File: config.mk
export PLATFORM = sky130hd
export DESIGN_NAME = dac_toggle_bank
export DESIGN_NICKNAME = d
export VERILOG_FILES = /design/src/rtl/dac_toggle_pkg.sv /design/src/rtl/dac_strobe_sync.sv /design/src/rtl/dac_ctrl_reg.sv /design/src/rtl/dac_channel.sv /design/src/rtl/dac_toggle_bank.sv
export SDC_FILE = /design/constraint.sdc
export NUM_CORES = 2
export LEC_CHECK = 0
export BUFFER_PORTS_ARGS = -buffer_cell sky130_fd_sc_hd__buf_4
export CELL_PAD_IN_SITES_DETAIL_PLACEMENT = 1
export CELL_PAD_IN_SITES_GLOBAL_PLACEMENT = 1
export CORE_ASPECT_RATIO = 1.2
export CORE_UTILIZATION = 45
export CTS_BUF_LIST = sky130_fd_sc_hd__clkbuf_4 sky130_fd_sc_hd__clkbuf_8
export DETAILED_ROUTE_END_ITERATION = 16
export PLACE_DENSITY_LB_ADDON = 0.1
export SLEW_MARGIN = 20
export SYNTH_ARGS = -nofsm -noshare
export SYNTH_HDL_FRONTEND = slang
export SYNTH_SLANG_ARGS = --single-unit
export TNS_END_PERCENT = 100
File: constraint.sdc
create_clock -name clk -period 2.3 [get_ports clk]
set_clock_uncertainty 0.2 [all_clocks]
set_input_delay 0.46 -clock clk [delete_from_list [all_inputs] [get_ports clk]]
set_output_delay 0.46 -clock clk [all_outputs]
set_load 0.01 [all_outputs]
File: src/rtl/dac_toggle_pkg.sv
package dac_toggle_pkg;
   typedef enum logic [1:0] {
      SEL_CTRL = 2'b00,
      SEL_NONE = 2'b01,
      SEL_B    = 2'b10,
      SEL_A    = 2'b11
   } reg_sel_e;
endpackage

File: src/rtl/dac_strobe_sync.sv
module dac_strobe_sync #(
   parameter int SYNC_STAGES = 2
) (
   input  logic clk,
   input  logic rst_n,
   input  logic ldac_in,
   output logic strobe
);
   logic synced;
   logic prev_q;

   generate
      if (SYNC_STAGES == 0) begin : g_direct
         assign synced = ldac_in;
      end else begin : g_chain
         logic [SYNC_STAGES-1:0] chain_q;
         always_ff @(posedge clk) begin
            if (!rst_n) chain_q <= '0;
            else        chain_q <= {chain_q[SYNC_STAGES-2+1-1:0], ldac_in} >> 0;
         end
         assign synced = chain_q[SYNC_STAGES-1];
      end
   endgenerate

   always_ff @(posedge clk) begin
      if (!rst_n) prev_q <= 1'b0;
      else        prev_q <= synced;
   end

   assign strobe = synced & ~prev_q;

   assert_single_pulse_R8: assert property (@(posedge clk) disable iff (!rst_n)
      strobe |=> !strobe);
endmodule

File: src/rtl/dac_ctrl_reg.sv
module dac_ctrl_reg
   import dac_toggle_pkg::*;
#(
   parameter int                ADDR_W     = 5,
   parameter int                DATA_W     = 14,
   parameter int                NUM_GROUPS = 4,
   parameter int                EN_LSB     = 2,
   parameter logic [ADDR_W-1:0] CTRL_ADDR  = 5'b01100
) (
   input  logic                  clk,
   input  logic                  rst_n,
   input  logic                  wr_en,
   input  logic [1:0]            wr_sel,
   input  logic [ADDR_W-1:0]     wr_addr,
   input  logic [DATA_W-1:0]     wr_data,
   output logic [NUM_GROUPS-1:0] grp_en,
   output logic [NUM_GROUPS-1:0] grp_chg
);
   logic                  ctrl_hit;
   logic [NUM_GROUPS-1:0] new_en;

   assign ctrl_hit = wr_en && (reg_sel_e'(wr_sel) == SEL_CTRL) && (wr_addr == CTRL_ADDR);
   assign new_en   = wr_data[EN_LSB +: NUM_GROUPS];
   assign grp_chg  = ctrl_hit ? (new_en ^ grp_en) : '0;

   always_ff @(posedge clk) begin
      if (!rst_n)        grp_en <= '0;
      else if (ctrl_hit) grp_en <= new_en;
   end

   assert_ctrl_hold_R3: assert property (@(posedge clk) disable iff (!rst_n)
      !ctrl_hit |=> $stable(grp_en));
   assert_ctrl_load_R3: assert property (@(posedge clk) disable iff (!rst_n)
      ctrl_hit |=> grp_en == $past(wr_data[EN_LSB +: NUM_GROUPS]));
endmodule

File: src/rtl/dac_channel.sv
module dac_channel #(
   parameter int DATA_W = 14
) (
   input  logic              clk,
   input  logic              rst_n,
   input  logic              wr_a,
   input  logic              wr_b,
   input  logic [DATA_W-1:0] wr_data,
   input  logic              grp_en,
   input  logic              grp_chg,
   input  logic              strobe,
   output logic [DATA_W-1:0] code_out
);
   logic [DATA_W-1:0] a_q;
   logic [DATA_W-1:0] b_q;
   logic              phase_q;

   always_ff @(posedge clk) begin
      if (!rst_n) begin
         a_q      <= '0;
         b_q      <= '0;
         phase_q  <= 1'b0;
         code_out <= '0;
      end else begin
         if (wr_a)           a_q <= wr_data;
         if (wr_b && grp_en) b_q <= wr_data;
         if (strobe)         code_out <= (grp_en && phase_q) ? b_q : a_q;
         if (grp_chg)                phase_q <= 1'b0;
         else if (strobe && grp_en)  phase_q <= ~phase_q;
      end
   end

   assert_b_gated_R4: assert property (@(posedge clk) disable iff (!rst_n)
      !(wr_b && grp_en) |=> $stable(b_q));
   assert_plain_load_R5: assert property (@(posedge clk) disable iff (!rst_n)
      (strobe && !grp_en) |=> code_out == $past(a_q));
   assert_phase_a_R6: assert property (@(posedge clk) disable iff (!rst_n)
      (strobe && grp_en && !phase_q) |=> code_out == $past(a_q));
   assert_phase_b_R6: assert property (@(posedge clk) disable iff (!rst_n)
      (strobe && grp_en && phase_q) |=> code_out == $past(b_q));
   assert_hold_out_R8: assert property (@(posedge clk) disable iff (!rst_n)
      !strobe |=> $stable(code_out));
   assert_phase_clear_R9: assert property (@(posedge clk) disable iff (!rst_n)
      grp_chg |=> !phase_q);
endmodule

File: src/rtl/dac_toggle_bank.sv
module dac_toggle_bank
   import dac_toggle_pkg::*;
#(
   parameter int                NUM_CH      = 32,
   parameter int                GROUP_SIZE  = 8,
   parameter int                DATA_W      = 14,
   parameter int                ADDR_W      = 5,
   parameter int                EN_LSB      = 2,
   parameter logic [ADDR_W-1:0] CTRL_ADDR   = 5'b01100,
   parameter int                SYNC_STAGES = 2
) (
   input  logic                     clk,
   input  logic                     rst_n,
   input  logic                     wr_en,
   input  logic [1:0]               wr_sel,
   input  logic [ADDR_W-1:0]        wr_addr,
   input  logic [DATA_W-1:0]        wr_data,
   input  logic                     ldac_in,
   output logic [NUM_CH*DATA_W-1:0] codes_out
);
   localparam int NUM_GROUPS = NUM_CH / GROUP_SIZE;

   if (NUM_CH % GROUP_SIZE != 0) begin : g_bad_groups
      $error("NUM_CH must be a multiple of GROUP_SIZE");
   end
   if (NUM_CH > (1 << ADDR_W)) begin : g_bad_addr
      $error("ADDR_W too narrow for NUM_CH");
   end
   if (EN_LSB + NUM_GROUPS > DATA_W) begin : g_bad_ctrl
      $error("enable field does not fit in the data word");
   end
   if (SYNC_STAGES == 1) begin : g_bad_sync
      $error("SYNC_STAGES must be 0 or at least 2");
   end

   logic                  strobe;
   logic [NUM_GROUPS-1:0] grp_en;
   logic [NUM_GROUPS-1:0] grp_chg;
   logic                  sel_a;
   logic                  sel_b;

   assign sel_a = wr_en && (reg_sel_e'(wr_sel) == SEL_A);
   assign sel_b = wr_en && (reg_sel_e'(wr_sel) == SEL_B);

   dac_strobe_sync #(.SYNC_STAGES(SYNC_STAGES)) u_sync (
      .clk     (clk),
      .rst_n   (rst_n),
      .ldac_in (ldac_in),
      .strobe  (strobe)
   );

   dac_ctrl_reg #(
      .ADDR_W     (ADDR_W),
      .DATA_W     (DATA_W),
      .NUM_GROUPS (NUM_GROUPS),
      .EN_LSB     (EN_LSB),
      .CTRL_ADDR  (CTRL_ADDR)
   ) u_ctrl (
      .clk     (clk),
      .rst_n   (rst_n),
      .wr_en   (wr_en),
      .wr_sel  (wr_sel),
      .wr_addr (wr_addr),
      .wr_data (wr_data),
      .grp_en  (grp_en),
      .grp_chg (grp_chg)
   );

   for (genvar ch = 0; ch < NUM_CH; ch++) begin : g_ch
      localparam int GRP = ch / GROUP_SIZE;
      logic hit;
      assign hit = (wr_addr == ADDR_W'(ch));
      dac_channel #(.DATA_W(DATA_W)) u_chan (
         .clk      (clk),
         .rst_n    (rst_n),
         .wr_a     (sel_a && hit),
         .wr_b     (sel_b && hit),
         .wr_data  (wr_data),
         .grp_en   (grp_en[GRP]),
         .grp_chg  (grp_chg[GRP]),
         .strobe   (strobe),
         .code_out (codes_out[ch*DATA_W +: DATA_W])
      );
   end

   assert_reset_out_R1: assert property (@(posedge clk)
      !rst_n |=> (codes_out == '0 && grp_en == '0));
endmodule

Yosys cells after proc, flatten, opt, wreduce, memory -nomap -nowiden
Index checks and enable logic that the tools add are counted.
{ "op_classes": {"n_eq_ne": 33, "n_mux": 33, "bitwise_logic": 36, "reduce_logical": 142} }
{ "ops": {"columns": ["cell", "count"], "rows": [
  ["$mux 14", 32],
  ["$logic_and 1x1->1", 136],
  ["$eq 5x5->1 const B", 16],
  ["$eq 5x4->1 const B", 8],
  ["$not 1->1", 34],
  ["$eq 5x3->1 const B", 4],
  ["$eq 5x2->1 const B", 2],
  ["$reduce_or 2->1", 4],
  ["$eq 5x1->1 const B", 1],
  ["$logic_not 5->1", 1],
  ["$eq 2x2->1 const B", 2],
  ["$mux 4", 1],
  ["$xor 4x4->4", 1],
  ["$logic_not 2->1", 1],
  ["$and 1x1->1", 1]
]} }
{ "totals": {"regBits": 1383, "in_bits": 25} }

Depth between registers and ports, before layout
{ "depth": {"word_depth": 5, "mapped_depth": 7, "ltp_nobuf": 3} }

Cells and area by module
A second synthesis with hierarchy kept.
{ "unflattened": {"cells_unflattened": 6304, "area_unflattened_um2": 63432.1} }
{ "modules_own_cells": {"columns": ["module", "n_inst", "cells_per_inst", "area_each_um2", "seq_area_each_um2"], "rows": [
  ["dac_channel", 32, 193, 1956.9, 860.8],
  ["dac_toggle_bank", 1, 93, 466.7, 0.0],
  ["dac_ctrl_reg", 1, 28, 252.7, 80.1],
  ["dac_strobe_sync", 1, 7, 92.6, 60.1]
]} }

Worst setup path before layout
OpenSTA, ideal clock, no wires.
{ "synth_timing": {"kind": "input -> register", "start": "input port wr_sel[1]", "end": "register g_ch[10].u_chan.phase_q", "setup_ns": 0.133, "t_arrival_ns": 1.728, "slack_ns": 0.238, "stages": 4, "path_buffers": 1, "cell_sequence": "buf_2 > or3b_2 > o41ai_4 > nor2_1"} }
{ "synth_between": {"elab_chain_len": 5} }
{ "synth_rtl": {"columns": ["element", "line", "text"], "rows": [
  ["start, declared", "dac_toggle_bank.sv:15", "input logic [1:0] wr_sel,"],
  ["$logic_not 2->1", "dac_ctrl_reg.sv:22", "assign ctrl_hit = wr_en && (reg_sel_e'(wr_sel) == SEL_CTRL) && (wr_addr == CTRL_ADDR);"],
  ["$logic_and 1x1->1 (2 in a row)", "dac_ctrl_reg.sv:22", null],
  ["$mux 4", "dac_ctrl_reg.sv:24", "assign grp_chg = ctrl_hit ? (new_en ^ grp_en) : '0;"],
  ["$reduce_or 2->1 (no source line)", null, null],
  ["end signal, assigned", "dac_channel.sv:29", "else if (strobe && grp_en) phase_q <= ~phase_q;"],
  ["end, declared", "dac_channel.sv:16", "logic phase_q;"]
]} }
No other way between the ends.
A chain may end at the register's enable or synchronous reset.

Worst setup path in the final report
{ "layout_timing": {"start": "register g_ch[27].u_chan.code_out[8]", "end": "output port codes_out[386]"} }
{ "layout_rtl": {"columns": ["element", "line", "text"], "rows": [
  ["start, declared", "dac_channel.sv:12", "output logic [DATA_W-1:0] code_out"],
  ["start signal, assigned", "dac_channel.sv:27", "if (strobe) code_out <= (grp_en && phase_q) ? b_q : a_q;"],
  ["end, declared", "dac_toggle_bank.sv:19", "output logic [NUM_CH*DATA_W-1:0] codes_out"]
]} }
No word-level cell between the ends.

==> results.txt <==
Syn avg cell area = 9.32 um^2
Type of the tightest min-delay check = input pin to flip-flop
CTS max path bufs = 3
Cell Chain, Critical Path = buf_4
Leading cell type in the layout, fill and taps excluded = nand2_1
H-tree levels = 4
Part of the power in registers = 0.493
Syn_nets = 5,807
CTS clk-pin slew, worst paths = 0.06 ns
FMAX = 443 MHz
Die height = 381 um
Switching power = 12.2 mW
Antenna Nets Post-Route = 0
Synth top area share = 0.514
CP endpoint kind = primary output
Fin crit share = 0.981
Die width = 318 um
Ranking of synthesized cells by area = dfxtp_1, mux2i_1, nand2_1, a311oi_1, nand3_1
Initial drt markers = 2,376
Status = complete, no violations
# setup viols final = 0
PD cells = 770 nW/um^2
Crit start category = flip-flop
Largest stage delay, worst path = 0.49 ns
Worst EP required = 1.64 ns
Switching part of the total = 0.243
Hpwl dp = 115 mm
Largest net degree at the start of global routing = 103
I/O Buffers = 472
Row count = 138
WP buf/inv = 1
Initial Util = 0.455
Core region area = 118,000 um^2
Layout area overhead = 21.3%
Routed wire length = 182 mm
I/O pin count = 473
CTS root buf = clkbuf_8
Worst-skew pair later-pin latency = 0.95 ns
FILL cells = 13,200
Drc violations = 0
Worst hold margin = 0.126 ns
Fin. max-slew vios = 0
Layout cells sized above 1 = 0.195
Post-synthesis sequential area ratio = 0.514
Crit-path max FO = 2
Post CTS Setup Buffer Count = 0
Drt wl/cell = 23.1 um
Via-per-instance ratio = 5.62
Cell variety after synth = 36
CTS sink cnt = 1,383
Comb power frac = 0.062
Slowest-stage cell, CP = dfxtp_1
CP top delay family = flip-flops
Pwr Total = 50.3 mW
Vias = 44,300
Pre-antenna DRT Iters = 5
Gpl congestion = 0.769
Hold Vio Cnt, Final = 0
Global-route wire length before repair = 278 mm
GRT Util Overall = 0.295
Die area = 121,000 um^2
Clk pwr share = 0.445
Tmin final = 2.26 ns
Clock buffer count from CTS = 216
GRT overflow = 0
Most frequent cells in the layout = nand2_1, dfxtp_1, mux2i_1
Slew @ Worst Pin = 0.784 ns
Rel. slew slack = 0.477
Number of synthesized register bits = 1,383
CTS tree = yes
Max-cap violation count = 0
Yosys Warn Count = 0
Initial antenna violation count = 8
Largest area contributor in the netlist = dfxtp_1
Synth Instances = 5,782
Number of global-route vias before repair = 46,200
VDD IR-drop max = 0.000473 V
Leak pwr = 26.3 nW
Net count reported at finish = 6,193
Crit path arrival time = 1.60 ns
Kind of critical path = flip-flop to primary output
Internal Power = 38.1 mW
Post-Syn Area = 53,900 um^2
RSZ-0062 raised after global routing = false
## metrics by stage
step / instances / setup WS (ns) / TNS, ns / area [um^2] / utilization
after floorplan: 5782 / 0.238 / 0 / 53900 / -
after global placement: 7470 / -0.412 / -57.39 / 60400 / 0.510
after detailed placement: 7470 / -0.104 / -2.69 / 60400 / 0.511
after CTS: 7880 / 0.000643 / 0 / 65400 / 0.553
after global routing: 7882 / 0.00837 / 0 / 65400 / 0.553
final: 7882 / 0.0436 / 0 / 65400 / 0.553
## metal layers
| layer | wire, um | GRT usage |
|---|---|---|
| met4 | 6120 | 0.117 |
| met1 | 81800 | 0.381 |
| met5 | 73 | 0 |
| met3 | 8590 | 0.0503 |
| met2 | 85600 | 0.489 |
## worst paths after layout
kind              cells past startpoint                                startpoint  slack, ns                                       end
setup / recovery                      1  g_ch[27].u_chan.code_out[8]$_SDFFE_PN0N_       0.04                            codes_out[386]
hold / removal                        6                                     wr_en       0.13       g_ch[12].u_chan.a_q[9]$_SDFFE_PN0P_
setup reg to reg                      5      u_sync.g_chain.chain_q[1]$_SDFF_PN0_       0.16  g_ch[3].u_chan.code_out[10]$_SDFFE_PN0N_
hold reg to reg                       2       g_ch[12].u_chan.a_q[1]$_SDFFE_PN0P_       0.26       g_ch[12].u_chan.a_q[1]$_SDFFE_PN0P_
## timing repair
action                                 4_1_cts  5_1_grt
hold buffers                                20        0
endpoints found under the hold margin      837        0
setup endpoints to repair                   34        2
gates resized for setup                     34        2
## cells by family after synthesis
family          synth area share
xor+xnor                 0.00585
compound gates            0.0749
mux                        0.167
flops                      0.514
simple gates               0.192
buf+inv                   0.0463
## power groups by stage
stage / clock [mW] / combinational (mW) / sequential, mW
after detailed placement: 0 / 3.11 / 25.3
after global placement: 0 / 3.06 / 25.3
after floorplan: 0 / 1.34 / 25.3
after global routing: 23.9 / 3.32 / 24.8
after CTS: 22.8 / 3.15 / 24.8
final: 22.4 / 3.13 / 24.8
## registers in the layout (all words and copies together) (netlist names)
register,flops
g_ch.u_chan.b_q,448
u_sync.prev_q,1
u_sync.g_chain.chain_q,2
g_ch.u_chan.a_q,448
u_ctrl.grp_en,4
g_ch.u_chan.code_out,448
g_ch.u_chan.phase_q,32
## cells in the mapped netlist
| library cell | n |
|---|---|
| a311oi_1 | 448 |
| and2_1 | 3 |
| and4_1 | 2 |
| and4b_1 | 6 |
| and4bb_1 | 2 |
| and4bb_2 | 4 |
| buf_1 | 34 |
| buf_2 | 77 |
| buf_4 | 45 |
| buf_6 | 5 |
| clkbuf_1 | 422 |
| dfxtp_1 | 1383 |
| inv_2 | 1 |
| mux2i_1 | 900 |
| nand2_1 | 1415 |
| nand2b_1 | 1 |
| nand3_1 | 453 |
| nand3_2 | 12 |
| nand3b_1 | 5 |
| nand4_1 | 1 |
| nand4_2 | 1 |
| nand4b_1 | 2 |
| nand4b_2 | 4 |
| nand4bb_1 | 1 |
| nor2_1 | 480 |
| nor2_2 | 10 |
| nor2b_1 | 1 |
| nor3_2 | 2 |
| nor3_4 | 6 |
| nor3b_4 | 10 |
| nor4_4 | 1 |
| nor4b_4 | 4 |
| o41ai_4 | 4 |
| or3b_2 | 1 |
| xnor2_1 | 4 |
| xor2_1 | 32 |
## cell type report
type	count	area [um^2]	area share
antenna	2	5.00	0.0000766
timing repair buffer	751	7150	0.109
sequential	1383	27700	0.425
clock buffer	356	4430	0.0678
clock inverter	34	298	0.00456
tap	1540	1930	0.0295
inverter	1	11.3	0.000172
multi-input combinational	3815	23800	0.364
(Power assumes the default switching activity.)
